**src/rtl/hs_link_pkg.sv**
```systemverilog
package hs_link_pkg;
  typedef enum logic [2:0] {
    ST_LISTEN,
    ST_RECV,
    ST_RECV_END,
    ST_SEND_START,
    ST_SEND
  } link_st_e;

  localparam logic [7:0] POLL_KIND = 8'h01;
  localparam logic [7:0] POLL_CODE = 8'h01;
endpackage

```
**src/rtl/hs_tx_buf.sv**
```systemverilog
module hs_tx_buf #(
  parameter int DEPTH = 8,
  localparam int AW = $clog2(DEPTH),
  localparam int CW = $clog2(DEPTH + 1)
) (
  input  logic          clk_i,
  input  logic          rst_ni,
  input  logic          wr_i,
  input  logic [AW-1:0] waddr_i,
  input  logic [7:0]    wdata_i,
  input  logic          go_i,
  input  logic [CW-1:0] len_i,
  input  logic          poll_set_i,
  input  logic          poll_on_i,
  input  logic          done_i,
  input  logic [CW-1:0] rd_idx_i,
  output logic [7:0]    rd_data_o,
  output logic [CW-1:0] len_o,
  output logic          acc_o
);
  import hs_link_pkg::*;

  logic [7:0]    mem_q [DEPTH];
  logic [CW-1:0] len_q;
  logic          idle, go_ok, poll_acc, wr_ok;

  assign idle     = (len_q == '0);
  assign go_ok    = go_i && (len_i >= CW'(2)) && (len_i <= CW'(DEPTH));
  assign poll_acc = idle && poll_set_i;
  assign wr_ok    = idle && wr_i && !poll_set_i;
  assign acc_o    = idle && (poll_set_i || go_ok);

  for (genvar g = 0; g < DEPTH; g++) begin : g_ent
    logic [7:0] poll_byte;
    if (g == 0) begin : g_b0
      assign poll_byte = POLL_KIND;
    end else if (g == 1) begin : g_b1
      assign poll_byte = POLL_CODE;
    end else begin : g_bn
      assign poll_byte = {7'd0, poll_on_i};
    end

    always_ff @(posedge clk_i or negedge rst_ni) begin
      if (!rst_ni) begin
        mem_q[g] <= '0;
      end else if (poll_acc && g < 3) begin
        mem_q[g] <= poll_byte;
      end else if (wr_ok && waddr_i == AW'(g)) begin
        mem_q[g] <= wdata_i;
      end
    end
  end

  always_ff @(posedge clk_i or negedge rst_ni) begin
    if (!rst_ni) begin
      len_q <= '0;
    end else if (done_i) begin
      len_q <= '0;
    end else if (poll_acc) begin
      len_q <= CW'(3);
    end else if (acc_o) begin
      len_q <= len_i;
    end
  end

  assign rd_data_o = (rd_idx_i < CW'(DEPTH)) ? mem_q[rd_idx_i[AW-1:0]] : 8'h00;
  assign len_o     = len_q;

  AST_PEND_HOLD: assert property (@(posedge clk_i) disable iff (!rst_ni)
    (len_q != '0 && !done_i) |=> $stable(len_q)) else $error("pending length moved");
  AST_LEN_RANGE: assert property (@(posedge clk_i) disable iff (!rst_ni)
    (len_q == '0) || (len_q >= CW'(2) && len_q <= CW'(DEPTH))) else $error("bad length");

  initial begin
    assert (DEPTH >= 3) else $error("send buffer too small for polling command");
  end
endmodule

```
**src/rtl/hs_rx_buf.sv**
```systemverilog
module hs_rx_buf #(
  parameter int DEPTH = 16,
  localparam int CW = $clog2(DEPTH + 1)
) (
  input  logic               clk_i,
  input  logic               rst_ni,
  input  logic               wr_i,
  input  logic [7:0]         wdata_i,
  input  logic               flush_i,
  output logic               valid_o,
  output logic [CW-1:0]      len_o,
  output logic [8*DEPTH-1:0] data_o
);
  logic [CW-1:0] idx_q, len_q;
  logic          valid_q;
  logic          room;

  assign room = (idx_q < CW'(DEPTH));

  for (genvar g = 0; g < DEPTH; g++) begin : g_ent
    logic [7:0] byte_q;
    always_ff @(posedge clk_i or negedge rst_ni) begin
      if (!rst_ni) begin
        byte_q <= '0;
      end else if (wr_i && room && idx_q == CW'(g)) begin
        byte_q <= wdata_i;
      end
    end
    assign data_o[8*g +: 8] = byte_q;
  end

  always_ff @(posedge clk_i or negedge rst_ni) begin
    if (!rst_ni) begin
      idx_q   <= '0;
      len_q   <= '0;
      valid_q <= 1'b0;
    end else begin
      valid_q <= flush_i;
      if (flush_i) begin
        len_q <= idx_q;
        idx_q <= '0;
      end else if (wr_i && room) begin
        idx_q <= idx_q + 1'b1;
      end
    end
  end

  assign valid_o = valid_q;
  assign len_o   = len_q;

  AST_NO_OVERFLOW: assert property (@(posedge clk_i) disable iff (!rst_ni)
    idx_q <= CW'(DEPTH)) else $error("receive index past buffer");
  AST_FULL_HOLD: assert property (@(posedge clk_i) disable iff (!rst_ni)
    (!room && !flush_i) |=> $stable(data_o)) else $error("full buffer overwritten");
  AST_WR_FLUSH: assert property (@(posedge clk_i) disable iff (!rst_ni)
    !(wr_i && flush_i)) else $error("capture and delivery collide");
endmodule

```
**src/rtl/hs_link_fsm.sv**
```systemverilog
module hs_link_fsm #(
  parameter int TX_DEPTH = 8,
  localparam int CW = $clog2(TX_DEPTH + 1)
) (
  input  logic          clk_i,
  input  logic          rst_ni,
  input  logic          ev_i,
  input  logic          req_ni,
  input  logic [CW-1:0] tx_len_i,
  input  logic [7:0]    tx_byte_i,
  input  logic          acc_i,
  output logic [CW-1:0] tx_idx_o,
  output logic          tx_done_o,
  output logic          rx_wr_o,
  output logic          rx_flush_o,
  output logic [7:0]    sr_wdata_o,
  output logic          sr_load_o,
  output logic          sr_rd_o,
  output logic          sr_out_o,
  output logic          xfer_no,
  output logic          ack_o
);
  import hs_link_pkg::*;

  link_st_e      st_q, st_d;
  logic [CW-1:0] idx_q, idx_d;
  logic          xip_q, xip_d, ack_q, ack_d, dir_q, dir_d;
  logic          load_q, load_d, rd_q, rd_d, kick_q, kick_d;
  logic [7:0]    wdata_q, wdata_d;
  logic          start, pend;

  assign pend = (tx_len_i != '0);

  always_comb begin
    unique case (st_q)
      ST_SEND_START: tx_idx_o = CW'(1);
      ST_SEND:       tx_idx_o = idx_q;
      default:       tx_idx_o = '0;
    endcase
  end

  always_comb begin
    st_d       = st_q;
    idx_d      = idx_q;
    xip_d      = xip_q;
    ack_d      = ack_q;
    dir_d      = dir_q;
    wdata_d    = wdata_q;
    load_d     = 1'b0;
    rd_d       = 1'b0;
    tx_done_o  = 1'b0;
    rx_wr_o    = 1'b0;
    rx_flush_o = 1'b0;
    start      = 1'b0;
    if (ev_i) begin
      unique case (st_q)
        ST_LISTEN: begin
          if (!req_ni) begin
            xip_d = 1'b0;
            st_d  = ST_RECV;
          end
        end
        ST_RECV: begin
          rx_wr_o = 1'b1;
          rd_d    = 1'b1;
          if (!req_ni) begin
            ack_d = ~ack_q;
          end else begin
            ack_d = 1'b1;
            xip_d = 1'b1;
            st_d  = ST_RECV_END;
          end
        end
        ST_RECV_END: begin
          rx_flush_o = 1'b1;
          if (!req_ni) begin
            xip_d = 1'b0;
            st_d  = ST_RECV;
          end else begin
            st_d  = ST_LISTEN;
            start = pend;
          end
        end
        ST_SEND_START: begin
          if (!req_ni) begin
            // peripheral won the line: back off, discard shifted-in byte
            dir_d = 1'b0;
            rd_d  = 1'b1;
            xip_d = 1'b1;
            ack_d = 1'b1;
            st_d  = ST_LISTEN;
          end else begin
            load_d  = 1'b1;
            wdata_d = tx_byte_i;
            ack_d   = ~ack_q;
            idx_d   = CW'(2);
            st_d    = ST_SEND;
          end
        end
        ST_SEND: begin
          if (idx_q < tx_len_i) begin
            load_d  = 1'b1;
            wdata_d = tx_byte_i;
            ack_d   = ~ack_q;
            idx_d   = idx_q + 1'b1;
          end else begin
            tx_done_o = 1'b1;
            dir_d     = 1'b0;
            rd_d      = 1'b1;
            ack_d     = 1'b1;
            xip_d     = 1'b1;
            st_d      = ST_LISTEN;
          end
        end
        default: st_d = ST_LISTEN;
      endcase
    end else if (st_q == ST_LISTEN && kick_q && pend && req_ni) begin
      start = 1'b1;
    end
    if (start) begin
      st_d    = ST_SEND_START;
      dir_d   = 1'b1;
      load_d  = 1'b1;
      wdata_d = tx_byte_i;
      xip_d   = 1'b0;
    end
  end

  // a fresh queue request gets one attempt from idle; otherwise wait for a packet end
  assign kick_d = acc_i || (kick_q && st_q == ST_LISTEN && ev_i);

  always_ff @(posedge clk_i or negedge rst_ni) begin
    if (!rst_ni) begin
      st_q    <= ST_LISTEN;
      idx_q   <= '0;
      xip_q   <= 1'b1;
      ack_q   <= 1'b1;
      dir_q   <= 1'b0;
      wdata_q <= '0;
      load_q  <= 1'b0;
      rd_q    <= 1'b0;
      kick_q  <= 1'b0;
    end else begin
      st_q    <= st_d;
      idx_q   <= idx_d;
      xip_q   <= xip_d;
      ack_q   <= ack_d;
      dir_q   <= dir_d;
      wdata_q <= wdata_d;
      load_q  <= load_d;
      rd_q    <= rd_d;
      kick_q  <= kick_d;
    end
  end

  assign sr_wdata_o = wdata_q;
  assign sr_load_o  = load_q;
  assign sr_rd_o    = rd_q;
  assign sr_out_o   = dir_q;
  assign xfer_no    = xip_q;
  assign ack_o      = ack_q;

  AST_STEP_ON_EVENT: assert property (@(posedge clk_i) disable iff (!rst_ni)
    (!ev_i && !(st_q == ST_LISTEN && kick_q)) |=> $stable(st_q)) else $error("step without event");
  AST_IDLE_LINES: assert property (@(posedge clk_i) disable iff (!rst_ni)
    (st_q == ST_LISTEN) |-> (xip_q && ack_q && !dir_q)) else $error("idle lines wrong");
  AST_LOAD_OUT: assert property (@(posedge clk_i) disable iff (!rst_ni)
    sr_load_o |-> sr_out_o) else $error("load while shifting in");
  AST_RD_IN: assert property (@(posedge clk_i) disable iff (!rst_ni)
    sr_rd_o |-> !sr_out_o) else $error("read while shifting out");
  AST_SEND_TOGGLE: assert property (@(posedge clk_i) disable iff (!rst_ni)
    (st_q == ST_SEND && ev_i && idx_q < tx_len_i) |=> (ack_q != $past(ack_q))) else $error("no toggle");
  AST_RECV_LOW: assert property (@(posedge clk_i) disable iff (!rst_ni)
    (st_q == ST_RECV) |-> !xip_q) else $error("receive with line idle");
endmodule

```
**src/rtl/hs_link_ctrl.sv**
```systemverilog
module hs_link_ctrl #(
  parameter int RX_DEPTH = 16,
  parameter int TX_DEPTH = 8,
  localparam int RXC = $clog2(RX_DEPTH + 1),
  localparam int TXA = $clog2(TX_DEPTH),
  localparam int TXC = $clog2(TX_DEPTH + 1)
) (
  input  logic                  clk_i,
  input  logic                  rst_ni,
  input  logic                  sr_done_i,
  input  logic                  req_ni,
  input  logic [7:0]            sr_rdata_i,
  output logic [7:0]            sr_wdata_o,
  output logic                  sr_load_o,
  output logic                  sr_rd_o,
  output logic                  sr_out_o,
  output logic                  xfer_no,
  output logic                  ack_o,
  input  logic                  tx_wr_i,
  input  logic [TXA-1:0]        tx_waddr_i,
  input  logic [7:0]            tx_wdata_i,
  input  logic                  tx_go_i,
  input  logic [TXC-1:0]        tx_len_i,
  input  logic                  poll_set_i,
  input  logic                  poll_on_i,
  output logic                  tx_pend_o,
  output logic                  rx_valid_o,
  output logic [RXC-1:0]        rx_len_o,
  output logic [8*RX_DEPTH-1:0] rx_data_o
);
  logic [TXC-1:0] tx_idx, tx_len;
  logic [7:0]     tx_byte;
  logic           tx_acc, tx_done, rx_wr, rx_flush;

  hs_tx_buf #(.DEPTH(TX_DEPTH)) u_tx (
    .clk_i      (clk_i),
    .rst_ni     (rst_ni),
    .wr_i       (tx_wr_i),
    .waddr_i    (tx_waddr_i),
    .wdata_i    (tx_wdata_i),
    .go_i       (tx_go_i),
    .len_i      (tx_len_i),
    .poll_set_i (poll_set_i),
    .poll_on_i  (poll_on_i),
    .done_i     (tx_done),
    .rd_idx_i   (tx_idx),
    .rd_data_o  (tx_byte),
    .len_o      (tx_len),
    .acc_o      (tx_acc)
  );

  hs_rx_buf #(.DEPTH(RX_DEPTH)) u_rx (
    .clk_i   (clk_i),
    .rst_ni  (rst_ni),
    .wr_i    (rx_wr),
    .wdata_i (sr_rdata_i),
    .flush_i (rx_flush),
    .valid_o (rx_valid_o),
    .len_o   (rx_len_o),
    .data_o  (rx_data_o)
  );

  hs_link_fsm #(.TX_DEPTH(TX_DEPTH)) u_fsm (
    .clk_i      (clk_i),
    .rst_ni     (rst_ni),
    .ev_i       (sr_done_i),
    .req_ni     (req_ni),
    .tx_len_i   (tx_len),
    .tx_byte_i  (tx_byte),
    .acc_i      (tx_acc),
    .tx_idx_o   (tx_idx),
    .tx_done_o  (tx_done),
    .rx_wr_o    (rx_wr),
    .rx_flush_o (rx_flush),
    .sr_wdata_o (sr_wdata_o),
    .sr_load_o  (sr_load_o),
    .sr_rd_o    (sr_rd_o),
    .sr_out_o   (sr_out_o),
    .xfer_no    (xfer_no),
    .ack_o      (ack_o)
  );

  assign tx_pend_o = (tx_len != '0);

  AST_PEND_CLEARS: assert property (@(posedge clk_i) disable iff (!rst_ni)
    $fell(tx_pend_o) |-> ($past(sr_done_i) && sr_rd_o)) else $error("pending dropped early");
endmodule

```
**config.mk**
```make
export PLATFORM = sky130hd
export DESIGN_NAME = hs_link_ctrl
export DESIGN_NICKNAME = d
export VERILOG_FILES = /design/src/rtl/hs_link_pkg.sv /design/src/rtl/hs_tx_buf.sv /design/src/rtl/hs_rx_buf.sv /design/src/rtl/hs_link_fsm.sv /design/src/rtl/hs_link_ctrl.sv
export SDC_FILE = /design/constraint.sdc
export NUM_CORES = 1
export LEC_CHECK = 0
export BUFFER_PORTS_ARGS = -buffer_cell sky130_fd_sc_hd__buf_4
export CAP_MARGIN = 10
export CORE_ASPECT_RATIO = 0.8
export CORE_MARGIN = 3
export CORE_UTILIZATION = 55
export DETAILED_ROUTE_END_ITERATION = 8
export HOLD_SLACK_MARGIN = 0.06
export PLACE_DENSITY = 0.88
export RECOVER_POWER = 50
export SYNTH_ARGS = -nofsm -noshare
export SYNTH_HDL_FRONTEND = slang
export SYNTH_HIERARCHICAL = 1
export SYNTH_SLANG_ARGS = --single-unit
```
**constraint.sdc**
```tcl
create_clock -name clk_i -period 3.3 [get_ports clk_i]
set_clock_uncertainty 0.2 [all_clocks]
set_input_delay 0.165 -clock clk_i [delete_from_list [all_inputs] [get_ports clk_i]]
set_output_delay 0.165 -clock clk_i [all_outputs]
set_load 0.05 [all_outputs]
```
==> impl_metrics.prom, run 1 <==
# TYPE chip_impl_metric gauge
chip_impl_info{name="outcome",value="finished, violations left"} 1
chip_impl_info{name="violated_checks",value="capacitance limit"} 1
chip_impl_metric{name="clock_tree.htree_level_count",unit=""} 1
chip_impl_info{name="yosysMostFrequentCell",value="sky130_fd_sc_hd__dfrtp_1"} 1
chip_impl_metric{name="fin_crit_share",unit="%"} 94.82
chip_impl_metric{name="drt_first_pass_iters",unit=""} 5
chip_impl_metric{name="cts_resized",unit=""} 0
chip_impl_metric{name="share_of_async_settable_or_async_resettable_flops_after_synthesis",unit="%"} 100.0
chip_impl_metric{name="total_power",unit="W"} 0.008641
chip_impl_metric{name="cp_slowest_stage_delay",unit="ps"} 840
chip_impl_metric{name="yosys_warnings",unit=""} 6
chip_impl_metric{name="fillers",unit=""} 1307
chip_impl_info{name="min-delay-path-class",value="in -> reg"} 1
chip_impl_metric{name="worst-r2r-setup-slack",unit="ps"} 170
chip_impl_metric{name="detailedRoute.firstIterationViolations",unit=""} 443
chip_impl_metric{name="dp_hpwl",unit="mm"} 17.03
chip_impl_metric{name="detail_route.wl_per_cell",unit="um"} 22.18
chip_impl_metric{name="maximum_number_of_pins_on_one_net_before_global_route_repair",unit=""} 62
chip_impl_metric{name="grt_overflow",unit=""} 0
chip_impl_metric{name="n_antenna_cell",unit=""} 0
chip_impl_metric{name="worst-path-buf-inv",unit=""} 1
chip_impl_metric{name="vdd_ir_drop_max",unit="mV"} 0.4932
chip_impl_info{name="cpMaxStageDelayCell",value="sky130_fd_sc_hd__dlygate4sd3_1"} 1
chip_impl_metric{name="floorplan.die_area",unit="um^2"} 20140
chip_impl_metric{name="setup_violations",unit=""} 0
chip_impl_metric{name="crit_required",unit="ps"} 3480
chip_impl_metric{name="distinct_cell_type_count_of_the_synthesized_netlist",unit=""} 69
chip_impl_info{name="leading_area_contributor_after_synthesis",value="sky130_fd_sc_hd__dfrtp_1"} 1
chip_impl_metric{name="vias",unit=""} 6918
chip_impl_metric{name="fmaxAchievable",unit="MHz"} 319.6
chip_impl_metric{name="sequentialPowerShare",unit="%"} 42.2
chip_impl_metric{name="tritoncts.num_buffers",unit=""} 22
chip_impl_info{name="regToRegEndpoint",value="u_tx/mem_q[16]"} 1
chip_impl_metric{name="fp.coreArea",unit="um^2"} 17700
chip_impl_info{name="hold_start",value="tx_wr_i"} 1
chip_impl_metric{name="drtAntennaViolNets",unit=""} 0
chip_impl_info{name="synth_top_flop_cell",value="sky130_fd_sc_hd__dfrtp_1"} 1
chip_impl_info{name="clock-root-buffer",value="sky130_fd_sc_hd__clkbuf_16"} 1
chip_impl_metric{name="power_frac_comb",unit="%"} 30.6
chip_impl_metric{name="cts_hold_buf",unit=""} 39
chip_impl_metric{name="slew_headroom",unit="%"} 0.4678
chip_impl_metric{name="drcViolationCount",unit=""} 0
chip_impl_info{name="crit_path_end_kind",value="register"} 1
chip_impl_metric{name="grt_pass1_wl",unit="mm"} 40.51
chip_impl_info{name="cp_top_family",value="simple AND/OR/NAND/NOR gates"} 1
chip_impl_metric{name="finalSetupTns",unit="ps"} 0
chip_impl_metric{name="clock_power_share",unit="%"} 27.2
chip_impl_info{name="cts_tree",value="done"} 1
chip_impl_metric{name="place_congestion",unit=""} 0.8659
chip_impl_info{name="r2r_startpoint",value="u_tx/len_o[1]"} 1
chip_impl_metric{name="power.static_leakage",unit="nW"} 5.806
chip_impl_metric{name="worst-r2r-cell-count",unit=""} 4
chip_impl_metric{name="synth.cell_area",unit="um^2"} 10150
chip_impl_metric{name="p_sw",unit="W"} 0.003225
chip_impl_metric{name="num_rows",unit=""} 43
chip_impl_metric{name="syn_nets",unit=""} 750
chip_impl_metric{name="hold-worst-slack",unit="ps"} 228.3
chip_impl_metric{name="net_switching_fraction_of_the_power",unit="%"} 37.32
chip_impl_metric{name="path_clk_slew",unit="ps"} 60
chip_impl_metric{name="placement.io_buffers",unit=""} 178
chip_impl_metric{name="finalHoldViolations",unit=""} 0
chip_impl_metric{name="hold_path_depth",unit=""} 4
chip_impl_metric{name="grt_pass1_vias",unit=""} 7168
chip_impl_metric{name="share_of_post_route_cells_with_drive_strength_above_1",unit="%"} 31.62
chip_impl_metric{name="number_of_enable_flip_flop_cells_after_synthesis",unit=""} 0
chip_impl_info{name="crit_type",value="reg -> reg"} 1
chip_impl_metric{name="fin_max_slew_vios",unit=""} 0
chip_impl_metric{name="cts.sink_count",unit=""} 228
chip_impl_metric{name="preCtsSetupSlack",unit="ps"} 564.2
chip_impl_metric{name="minimum_clock_period_after_layout",unit="ps"} 3129
chip_impl_metric{name="max-cap-violations",unit=""} 1
chip_impl_metric{name="initial_core_util",unit="%"} 57.35
chip_impl_metric{name="groute.usage.overall",unit="%"} 25.69
chip_impl_metric{name="finalWorstSetupSlack",unit="ps"} 170.9
chip_impl_metric{name="worst_skew_pair.late_latency",unit="ps"} 500
chip_impl_metric{name="design.final.nets",unit=""} 962
chip_impl_metric{name="yosysTopAreaCellShare",unit="%"} 55.71
chip_impl_metric{name="ios",unit=""} 179
chip_impl_metric{name="post_detailed_route_via_to_cell_ratio",unit=""} 5.959
chip_impl_metric{name="clock_path_buffers",unit=""} 3
chip_impl_metric{name="timing.critical_path.arrival",unit="ps"} 3310
chip_impl_info{name="rsz0062_at_grt",value="no"} 1
chip_impl_metric{name="die_h",unit="um"} 127.5
chip_impl_metric{name="route.final.wire_length",unit="mm"} 25.75
chip_impl_metric{name="internal-power",unit="W"} 0.005416
chip_impl_metric{name="layout-area-overhead-vs-synth",unit="%"} 19.72
chip_impl_metric{name="syn_avg_cell_area",unit="um^2"} 14.30
chip_impl_info{name="ys_top_cells_by_count",value="sky130_fd_sc_hd__dfrtp_1 (226), sky130_fd_sc_hd__mux2_2 (157), sky130_fd_sc_hd__o21ai_0 (36), sky130_fd_sc_hd__clkbuf_1 (26)"} 1
chip_impl_metric{name="synth_seq_area_share",unit="%"} 56.22
chip_impl_metric{name="post_cts_setup_inserts",unit=""} 0
chip_impl_metric{name="grt_antenna_before_repair",unit=""} 0
chip_impl_metric{name="die_w",unit="um"} 157.9
chip_impl_info{name="critical_path.cell_chain",value="or4_4 > nor4b_4 > dlygate4sd3_1 > mux2_2"} 1
chip_impl_metric{name="worst-path-max-fanout",unit=""} 36
chip_impl_info{name="ys_top_cells_by_area",value="sky130_fd_sc_hd__dfrtp_1 (56%), sky130_fd_sc_hd__mux2_2 (17%), sky130_fd_sc_hd__mux2_4 (3.5%)"} 1
chip_impl_metric{name="tightest_slew",unit="ps"} 1493
chip_impl_info{name="critPathLaunchType",value="register"} 1
chip_impl_metric{name="post_synthesis_sequential_element_count",unit=""} 228
chip_impl_info{name="min_delay_worst_endpoint",value="u_tx/mem_q[46]"} 1
chip_impl_metric{name="post_synth_inst_count",unit=""} 710
chip_impl_metric{name="power_per_cell_area",unit="nW/um^2"} 711.0
## worst reg2reg max path, stage by stage, from the launching register on
cell and delay (ps):
sky130_fd_sc_hd__dfrtp_1 430, sky130_fd_sc_hd__or4_4 770, sky130_fd_sc_hd__nor4b_4 400, sky130_fd_sc_hd__dlygate4sd3_1 840, sky130_fd_sc_hd__mux2_2 380
## layout make-up
type | instances | area [um^2] | area share (%)
inverter | 18 | 67.56 | 0.5559
tap | 225 | 281.5 | 2.316
clock buffer | 34 | 635.6 | 5.230
sequential | 228 | 5708 | 46.96
clock inverter | 4 | 33.78 | 0.2779
timing repair buffer | 229 | 1257 | 10.35
multi-input combinational | 423 | 4170 | 34.31
## layer usage
metal / track usage [%] / vias to the layer above / routed length, um
met5: 0 / - / 0
met1: 36.94 / 3582 / 11330
li1: - / 3030 / -
met4: 7.398 / 0 / 701
met2: 40.67 / 241 / 12340
met3: 4.504 / 65 / 1387
## worst max path at each step
stage                             start                   to  slack, ps  depth (start not counted)
after floorplan           u_fsm/st_q[0]  u_fsm/sr_wdata_o[5]        280                          9
after global placement    u_fsm/st_q[0]  u_fsm/sr_wdata_o[4]        640                          7
after detailed placement  u_fsm/st_q[0]  u_fsm/sr_wdata_o[1]        560                          7
after CTS                 u_tx/len_o[1]       u_tx/mem_q[17]        210                          4
after global routing      u_tx/len_o[1]       u_tx/mem_q[18]        110                          4
final                     u_tx/len_o[1]       u_tx/mem_q[16]        170                          4
## cells in the final DEF, fill, tap and decap left out, types with 3 or more instances in the layout
| cell type | instances |
|---|---|
| sky130_fd_sc_hd__nand3_1 | 5 |
| sky130_fd_sc_hd__dfrtp_1 | 226 |
| sky130_fd_sc_hd__nor2_1 | 17 |
| sky130_fd_sc_hd__mux2_2 | 157 |
| sky130_fd_sc_hd__and4_1 | 3 |
| sky130_fd_sc_hd__o21a_1 | 3 |
| sky130_fd_sc_hd__nor2b_1 | 7 |
| sky130_fd_sc_hd__nor3b_1 | 3 |
| sky130_fd_sc_hd__a22o_1 | 9 |
| sky130_fd_sc_hd__dlygate4sd3_1 | 39 |
| sky130_fd_sc_hd__nor3_1 | 5 |
| sky130_fd_sc_hd__inv_1 | 18 |
| sky130_fd_sc_hd__mux4_2 | 16 |
| sky130_fd_sc_hd__clkbuf_16 | 22 |
| sky130_fd_sc_hd__ha_1 | 9 |
| sky130_fd_sc_hd__nand2b_1 | 5 |
| sky130_fd_sc_hd__buf_4 | 37 |
| sky130_fd_sc_hd__mux2_4 | 24 |
| sky130_fd_sc_hd__a21oi_1 | 14 |
| sky130_fd_sc_hd__o211ai_1 | 4 |
| sky130_fd_sc_hd__clkbuf_1 | 157 |
| sky130_fd_sc_hd__nand3b_1 | 3 |
| sky130_fd_sc_hd__o21ai_0 | 36 |
| sky130_fd_sc_hd__clkbuf_8 | 4 |
| sky130_fd_sc_hd__clkbuf_2 | 3 |
| sky130_fd_sc_hd__and3_1 | 4 |
| sky130_fd_sc_hd__mux2i_1 | 24 |
| sky130_fd_sc_hd__or4_1 | 5 |
| sky130_fd_sc_hd__nand4_1 | 5 |
| sky130_fd_sc_hd__nand2_1 | 11 |
| sky130_fd_sc_hd__nand3_2 | 5 |
## metrics by stage
step                      utilization, %  area (um^2)  cells
after floorplan                        -        10150    710
after global placement             65.95        11670   1084
after detailed placement           65.95        11670   1084
after CTS                          71.94        12730   1161
after global routing               68.66        12150   1161
final                              68.66        12150   1161
## power groups by stage
stage	logic, W	registers (W)	clock network [W]
floorplan	0.00109	0.00452	0
global placement	0.00275	0.00366	0
detailed placement	0.00281	0.00368	0
CTS	0.00288	0.00364	0.00239
global route	0.00280	0.00371	0.00251
finish	0.00264	0.00364	0.00235
## state kept, by name (all words and copies together), names as in the netlist, 3 cells and up
name	cells
u_rx/g_ent.byte_q	128
u_tx/mem_q	64
u_fsm/sr_wdata_o	8
u_rx/idx_q	5
u_rx/len_o	5
u_fsm/idx_q	4
u_tx/len_o	4
u_fsm/st_q	3
## logic make-up after synthesis
group	Yosys count	share of synthesized area, %
adder cells (fa/ha/maj)	9	1.109
AND/OR/NAND/NOR	103	7.037
buffers and inverters	59	2.760
XOR/XNOR	2	0.1726
multiplexers	223	27.10
AO/OA/AOI/OAI	86	5.596
flip-flops	228	56.22
No activity file was read; power rests on OpenSTA's default activity.
==> inputs of run 2 (changes only) <==
Settings changed: GPL_ROUTABILITY_DRIVEN from default to 0.
Clock period 3.3 ns to 3.4 ns, I/O delays scaled along.
==> impl_metrics.prom, run 2 (synthesis gave the netlist of run 1 again) <==
# TYPE chip_impl_metric gauge
chip_impl_info{name="outcome",value="finished, violations left"} 1
chip_impl_info{name="violated_checks",value="capacitance limit, slew limit"} 1
chip_impl_info{name="critPathLaunchType",value="register"} 1
chip_impl_metric{name="final_util",unit="%"} 69.99
chip_impl_metric{name="post_detailed_route_via_to_cell_ratio",unit=""} 6.003
chip_impl_metric{name="layout-area-overhead-vs-synth",unit="%"} 22.02
chip_impl_info{name="mostFrequentLayoutCell",value="sky130_fd_sc_hd__dfrtp_1"} 1
chip_impl_metric{name="multi_input_comb_area",unit="um^2"} 4179
chip_impl_metric{name="timing.critical_path.arrival",unit="ps"} 3580
chip_impl_info{name="hold_start",value="tx_wdata_i[2]"} 1
chip_impl_info{name="clock-root-buffer",value="sky130_fd_sc_hd__clkbuf_16"} 1
chip_impl_info{name="commonest_non_fill_non_tap_cells_in_the_layout",value="sky130_fd_sc_hd__dfrtp_1 (226), sky130_fd_sc_hd__mux2_2 (157), sky130_fd_sc_hd__clkbuf_1 (110), sky130_fd_sc_hd__buf_4 (80), sky130_fd_sc_hd__dlygate4sd3_1 (38)"} 1
chip_impl_metric{name="clock_path_buffers",unit=""} 3
chip_impl_info{name="largest-register",value="u_rx/g_ent.byte_q"} 1
chip_impl_metric{name="setup_violations",unit=""} 0
chip_impl_metric{name="share_of_post_route_cells_with_drive_strength_above_1",unit="%"} 37.02
chip_impl_info{name="cts_tree",value="done"} 1
chip_impl_metric{name="drcViolationCount",unit=""} 0
chip_impl_metric{name="post_cts_setup_inserts",unit=""} 0
chip_impl_info{name="r2r_startpoint",value="u_tx/len_o[2]"} 1
chip_impl_metric{name="n_antenna_cell",unit=""} 0
chip_impl_metric{name="cts.sink_count",unit=""} 228
chip_impl_metric{name="finalSetupTns",unit="ps"} 0
chip_impl_metric{name="initial_core_util",unit="%"} 57.35
chip_impl_metric{name="tritoncts.num_buffers",unit=""} 23
chip_impl_metric{name="grt_pass1_vias",unit=""} 7204
chip_impl_metric{name="finalWorstSetupSlack",unit="ps"} 51.34
chip_impl_metric{name="dpl_cell_area",unit="um^2"} 11680
chip_impl_metric{name="groute.usage.overall",unit="%"} 25.74
chip_impl_metric{name="num_rows",unit=""} 43
chip_impl_metric{name="floorplan.die_area",unit="um^2"} 20140
chip_impl_info{name="rsz0062_at_grt",value="no"} 1
chip_impl_metric{name="crit_required",unit="ps"} 3630
chip_impl_metric{name="route.final.wire_length",unit="mm"} 26.34
chip_impl_metric{name="vdd_ir_drop_max",unit="mV"} 0.6000
chip_impl_metric{name="cts_resized",unit=""} 0
chip_impl_metric{name="grt_antenna_before_repair",unit=""} 0
chip_impl_metric{name="worst-r2r-setup-slack",unit="ps"} 50
chip_impl_metric{name="worst-r2r-cell-count",unit=""} 5
chip_impl_metric{name="die_w",unit="um"} 157.9
chip_impl_metric{name="detailedRoute.firstIterationViolations",unit=""} 524
chip_impl_metric{name="largest_register_ff_count",unit=""} 128
chip_impl_metric{name="fin_crit_share",unit="%"} 98.49
chip_impl_metric{name="fp.coreArea",unit="um^2"} 17700
chip_impl_metric{name="finalHoldViolations",unit=""} 0
chip_impl_metric{name="drtAntennaViolNets",unit=""} 0
chip_impl_metric{name="placement.io_buffers",unit=""} 178
chip_impl_metric{name="fin_area",unit="um^2"} 12390
chip_impl_info{name="min-delay-path-class",value="in -> reg"} 1
chip_impl_metric{name="preCtsSetupSlack",unit="ps"} 636.9
chip_impl_metric{name="die_h",unit="um"} 127.5
chip_impl_metric{name="dp_hpwl",unit="mm"} 16.92
chip_impl_metric{name="worst_skew_pair.late_latency",unit="ps"} 500
chip_impl_info{name="crit_type",value="reg -> reg"} 1
chip_impl_metric{name="minimum_clock_period_after_layout",unit="ps"} 3349
chip_impl_metric{name="grt_pass1_wl",unit="mm"} 40.57
chip_impl_metric{name="area_taken_by_flip_flops_and_latches",unit="um^2"} 5708
chip_impl_metric{name="power.static_leakage",unit="nW"} 6.017
chip_impl_metric{name="design.final.nets",unit=""} 964
chip_impl_metric{name="grt_overflow",unit=""} 0
chip_impl_metric{name="drt_first_pass_iters",unit=""} 5
chip_impl_metric{name="worst-path-max-fanout",unit=""} 18
chip_impl_metric{name="power_per_cell_area",unit="nW/um^2"} 700.0
chip_impl_metric{name="fin_max_slew_vios",unit=""} 99
chip_impl_metric{name="ios",unit=""} 179
chip_impl_metric{name="path_clk_slew",unit="ps"} 60
chip_impl_info{name="min_delay_worst_endpoint",value="u_tx/mem_q[26]"} 1
chip_impl_info{name="regToRegEndpoint",value="u_tx/len_o[0]"} 1
chip_impl_info{name="crit_path_end_kind",value="register"} 1
chip_impl_metric{name="max-cap-violations",unit=""} 1
chip_impl_metric{name="hold_path_depth",unit=""} 3
chip_impl_metric{name="maximum_number_of_pins_on_one_net_before_global_route_repair",unit=""} 100
chip_impl_metric{name="tightest_slew",unit="ps"} 2450
chip_impl_metric{name="slew_headroom",unit="%"} -63.34
chip_impl_metric{name="detail_route.wl_per_cell",unit="um"} 22.61
chip_impl_metric{name="fmaxAchievable",unit="MHz"} 298.6
chip_impl_metric{name="fillers",unit=""} 1231
chip_impl_metric{name="clock_tree.htree_level_count",unit=""} 1
chip_impl_metric{name="vias",unit=""} 6994
-- run 2: how the worst max path moves through the flow --
stage          slack [ps]                  end           from  depth (start not counted)
2_1_floorplan         380  u_fsm/sr_wdata_o[5]  u_fsm/st_q[0]                          9
3_3_place_gp          700  u_fsm/sr_wdata_o[4]  u_fsm/st_q[1]                          8
3_5_place_dp          640  u_fsm/sr_wdata_o[0]  u_fsm/st_q[1]                          8
4_1_cts               150        u_tx/len_o[0]  u_tx/len_o[1]                          5
5_1_grt                10        u_tx/len_o[0]  u_tx/len_o[2]                          5
6_report               50        u_tx/len_o[0]  u_tx/len_o[2]                          5
-- run 2: metal layers --
| layer | share of wire (%) | wire, um | GRT usage [%] | vias to the layer above |
|---|---|---|---|---|
| met5 | 0 | 0 | 0 | - |
| met4 | 3.5 | 919 | 9.337 | 0 |
| met3 | 5.9 | 1552 | 5.012 | 67 |
| met2 | 47 | 12260 | 40.22 | 270 |
| met1 | 44 | 11610 | 36.26 | 3629 |
| li1 | - | - | - | 3028 |
-- run 2: where the power goes --
part	leakage [nW]	switching, W	total, W	internal (W)
clock	0.363	0.00105	0.00245	0.00140
combinational	2.56	0.00178	0.00265	0.000875
sequential	3.09	0.000386	0.00357	0.00318
total	6.02	0.00322	0.00867	0.00546
-- run 2: metrics by stage --
stage	cells	hold slack, ps	total power, W
3_3_place_gp	1085	52.23	0.006225
4_1_cts	1164	115.8	0.008825
5_1_grt	1165	297.7	0.009043
3_5_place_dp	1085	52.39	0.006307
6_report	1165	282.5	0.008672
2_1_floorplan	710	-325.6	0.005444
-- run 2: critical path: stages, from the launching register on --
cell	delay, ps
sky130_fd_sc_hd__dfrtp_1	490
sky130_fd_sc_hd__or4_4	740
sky130_fd_sc_hd__or4_1	540
sky130_fd_sc_hd__dlygate4sd3_1	580
sky130_fd_sc_hd__a21oi_1	160
sky130_fd_sc_hd__dlygate4sd3_1	570
-- run 2: cell type report --
class | instances | area share, %
clock inverter | 11 | 0.8181
inverter | 18 | 0.5454
tap | 225 | 2.273
timing repair buffer | 229 | 11.45
multi-input combinational | 424 | 33.73
clock buffer | 30 | 5.101
sequential | 228 | 46.08
-- run 2: what timing repair did --
action | 4_1_cts | 5_1_grt
endpoints found under the hold margin | 364 | 0
hold buffers | 38 | 0
endpoints found under the setup margin | 0 | 1
==> inputs of run 3 (changes only) <==
Settings changed: BUFFER_PORTS_ARGS -buffer_cell sky130_fd_sc_hd__buf_4 to -buffer_cell sky130_fd_sc_hd__buf_2.
==> impl_metrics.prom, run 3 (synthesis gave the netlist of run 1 again) <==
# TYPE chip_impl_metric gauge
chip_impl_info{name="outcome",value="finished, violations left"} 1
chip_impl_info{name="violated_checks",value="capacitance limit, slew limit"} 1
chip_impl_metric{name="placement.io_buffers",unit=""} 178
chip_impl_metric{name="finish.cell_count_without_fillers",unit=""} 1162
chip_impl_metric{name="internal-power",unit="W"} 0.005762
chip_impl_metric{name="cts_resized",unit=""} 0
chip_impl_metric{name="share_of_post_route_cells_with_drive_strength_above_1",unit="%"} 40.45
chip_impl_metric{name="fp.coreArea",unit="um^2"} 17700
chip_impl_info{name="cpMaxStageDelayCell",value="sky130_fd_sc_hd__or4_4"} 1
chip_impl_metric{name="drtAntennaViolNets",unit=""} 0
chip_impl_metric{name="detailedRoute.firstIterationViolations",unit=""} 427
chip_impl_metric{name="sequentialPowerShare",unit="%"} 39.6
chip_impl_metric{name="fin_max_slew_vios",unit=""} 98
chip_impl_metric{name="max-cap-violations",unit=""} 1
chip_impl_metric{name="worst-r2r-cell-count",unit=""} 5
chip_impl_metric{name="initial_core_util",unit="%"} 57.35
chip_impl_metric{name="final_util",unit="%"} 69.86
chip_impl_metric{name="route.final.wire_length",unit="mm"} 24.99
chip_impl_metric{name="minimum_clock_period_after_layout",unit="ps"} 3279
chip_impl_metric{name="vias",unit=""} 6889
chip_impl_metric{name="die_h",unit="um"} 127.5
chip_impl_metric{name="cts.sink_count",unit=""} 228
chip_impl_metric{name="finalSetupTns",unit="ps"} 0
chip_impl_metric{name="tightest_slew",unit="ps"} 2486
chip_impl_metric{name="grt_antenna_before_repair",unit=""} 0
chip_impl_metric{name="power_per_cell_area",unit="nW/um^2"} 721.3
chip_impl_metric{name="layout-area-overhead-vs-synth",unit="%"} 21.80
chip_impl_metric{name="grt_pass1_vias",unit=""} 7209
chip_impl_info{name="largest-register",value="u_rx/g_ent.byte_q"} 1
chip_impl_metric{name="net_switching_fraction_of_the_power",unit="%"} 35.40
chip_impl_metric{name="preCtsSetupSlack",unit="ps"} 654.4
chip_impl_metric{name="wl_met1",unit="mm"} 10.83
chip_impl_metric{name="largest_register_ff_count",unit=""} 128
chip_impl_metric{name="timing.critical_path.arrival",unit="ps"} 3520
chip_impl_metric{name="p_sw",unit="W"} 0.003157
chip_impl_metric{name="dp_cells",unit=""} 1083
chip_impl_metric{name="grt_pass1_wl",unit="mm"} 39.59
chip_impl_metric{name="maximum_number_of_pins_on_one_net_before_global_route_repair",unit=""} 100
chip_impl_metric{name="floorplan.die_area",unit="um^2"} 20140
chip_impl_metric{name="fin_crit_share",unit="%"} 96.44
chip_impl_metric{name="post_detailed_route_via_to_cell_ratio",unit=""} 5.929
chip_impl_metric{name="vdd_ir_drop_max",unit="mV"} 0.6171
chip_impl_info{name="cts_tree",value="done"} 1
chip_impl_metric{name="design.final.nets",unit=""} 961
chip_impl_metric{name="drcViolationCount",unit=""} 0
chip_impl_metric{name="groute.usage.overall",unit="%"} 24.83
chip_impl_info{name="routed.top_layer",value="met4"} 1
chip_impl_info{name="min-delay-path-class",value="in -> reg"} 1
chip_impl_info{name="critical-path-top-cell-by-count",value="sky130_fd_sc_hd__dlygate4sd3_1"} 1
chip_impl_info{name="regToRegEndpoint",value="u_tx/len_o[0]"} 1
chip_impl_metric{name="hold_path_depth",unit=""} 4
chip_impl_metric{name="drt_first_pass_iters",unit=""} 5
chip_impl_metric{name="power.static_leakage",unit="nW"} 6.182
chip_impl_info{name="crit_path_end_kind",value="register"} 1
chip_impl_metric{name="die_w",unit="um"} 157.9
chip_impl_metric{name="clock_path_buffers",unit=""} 3
chip_impl_metric{name="dp_hpwl",unit="mm"} 16.60
chip_impl_metric{name="ios",unit=""} 179
chip_impl_info{name="r2r_startpoint",value="u_tx/len_o[1]"} 1
chip_impl_info{name="clock-root-buffer",value="sky130_fd_sc_hd__clkbuf_16"} 1
chip_impl_metric{name="total_power",unit="W"} 0.008920
chip_impl_metric{name="clock_tree.htree_level_count",unit=""} 1
chip_impl_info{name="rsz0062_at_grt",value="no"} 1
chip_impl_metric{name="slew_headroom",unit="%"} -65.70
chip_impl_info{name="min_delay_worst_endpoint",value="u_tx/mem_q[54]"} 1
chip_impl_metric{name="n_antenna_cell",unit=""} 0
chip_impl_info{name="critPathLaunchType",value="register"} 1
chip_impl_metric{name="grt_overflow",unit=""} 0
chip_impl_metric{name="path_clk_slew",unit="ps"} 60
chip_impl_metric{name="detail_route.wl_per_cell",unit="um"} 21.50
chip_impl_metric{name="finalHoldViolations",unit=""} 0
chip_impl_metric{name="tritoncts.num_buffers",unit=""} 23
chip_impl_metric{name="worst_skew_pair.late_latency",unit="ps"} 520
chip_impl_metric{name="detailroute.wirelength.met3",unit="mm"} 1.623
chip_impl_metric{name="crit_required",unit="ps"} 3640
chip_impl_metric{name="clock_power_share",unit="%"} 31.3
chip_impl_info{name="crit_type",value="reg -> reg"} 1
chip_impl_info{name="critical_path.cell_chain",value="or4_4 > or4_1 > dlygate4sd3_1 > a21oi_1 > dlygate4sd3_1"} 1
chip_impl_info{name="commonest_non_fill_non_tap_cells_in_the_layout",value="sky130_fd_sc_hd__dfrtp_1 (226), sky130_fd_sc_hd__mux2_2 (157), sky130_fd_sc_hd__buf_2 (104), sky130_fd_sc_hd__clkbuf_1 (76), sky130_fd_sc_hd__dlygate4sd3_1 (38)"} 1
chip_impl_info{name="hold_start",value="tx_waddr_i[2]"} 1
chip_impl_metric{name="setup_violations",unit=""} 0
chip_impl_metric{name="worst-path-max-fanout",unit=""} 36
chip_impl_metric{name="finalWorstSetupSlack",unit="ps"} 120.9
chip_impl_info{name="mostFrequentLayoutCell",value="sky130_fd_sc_hd__dfrtp_1"} 1
chip_impl_metric{name="power_frac_comb",unit="%"} 29.1
chip_impl_metric{name="route.met2.wl",unit="mm"} 11.92
chip_impl_metric{name="fmaxAchievable",unit="MHz"} 305.0
chip_impl_metric{name="worst-r2r-setup-slack",unit="ps"} 120
chip_impl_metric{name="cp_slowest_stage_delay",unit="ps"} 770
chip_impl_metric{name="num_rows",unit=""} 43
==> run 3: changes by cell type in the layout (fill, tap and decap cells not counted), sizes merged <==
cell and change:
clkinv -5, clkbuf -31, or4 -1, bufinv +3
clkinvlp -1, buf +32
==> run 3: power by group through the flow <==
stage | clock network (W) | registers, W | logic (W)
floorplan | 0 | 0.00439 | 0.00105
global placement | 0 | 0.00354 | 0.00249
detailed placement | 0 | 0.00357 | 0.00255
CTS | 0.00283 | 0.00353 | 0.00263
global route | 0.00294 | 0.00360 | 0.00275
finish | 0.00279 | 0.00353 | 0.00260
==> run 3: timing repair <==
item | in CTS | in global routing
endpoints found under the hold margin | 391 | 0
hold buffers | 38 | 0
buffers inserted | 0 | 0
==> run 3: metal layers <==
layer | track usage [%] | up-vias
li1 | - | 3021
met3 | 5.147 | 44
met5 | 0 | -
met2 | 39.96 | 244
met4 | 6.684 | 0
met1 | 34.75 | 3580
==> run 3: final cells by class <==
class,count,area [um^2]
clock inverters,8,155.1
fillers,1197,5335
multi-input cells,423,4170
flip-flops and latches,228,5708
repair buffers,227,1280
clock buffers,33,703.2
well taps,225,281.5
inverters,18,67.56
==> run 3: critical path: cells and delay by family, from the launching register on <==
family	cells	cell delay [ps]
buffers and inverters	2	1130
flip-flops	1	430
AND/OR/NAND/NOR	2	1320
AO/OA/AOI/OAI	1	140
==> run 3: worst max-delay path by stage <==
| stage | cells past startpoint | endpoint | from | slack (ps) |
|---|---|---|---|---|
| 2_1_floorplan | 9 | u_fsm/sr_wdata_o[5] | u_fsm/st_q[0] | 380 |
| 3_3_place_gp | 8 | u_fsm/sr_wdata_o[4] | u_fsm/st_q[1] | 700 |
| 3_5_place_dp | 8 | u_fsm/sr_wdata_o[4] | u_fsm/st_q[1] | 650 |
| 4_1_cts | 5 | u_tx/len_o[0] | u_tx/len_o[1] | 150 |
| 5_1_grt | 5 | u_tx/len_o[0] | u_tx/len_o[1] | 30 |
| 6_report | 5 | u_tx/len_o[0] | u_tx/len_o[1] | 120 |
==> run 3: through the flow <==
stage / hold slack, ps / area (um^2)
final: 139.5 / 12370
after global routing: 118.3 / 12370
after CTS: 60.05 / 12470
after detailed placement: 57.99 / 11240
after global placement: 61.14 / 11240
after floorplan: -325.6 / 10150
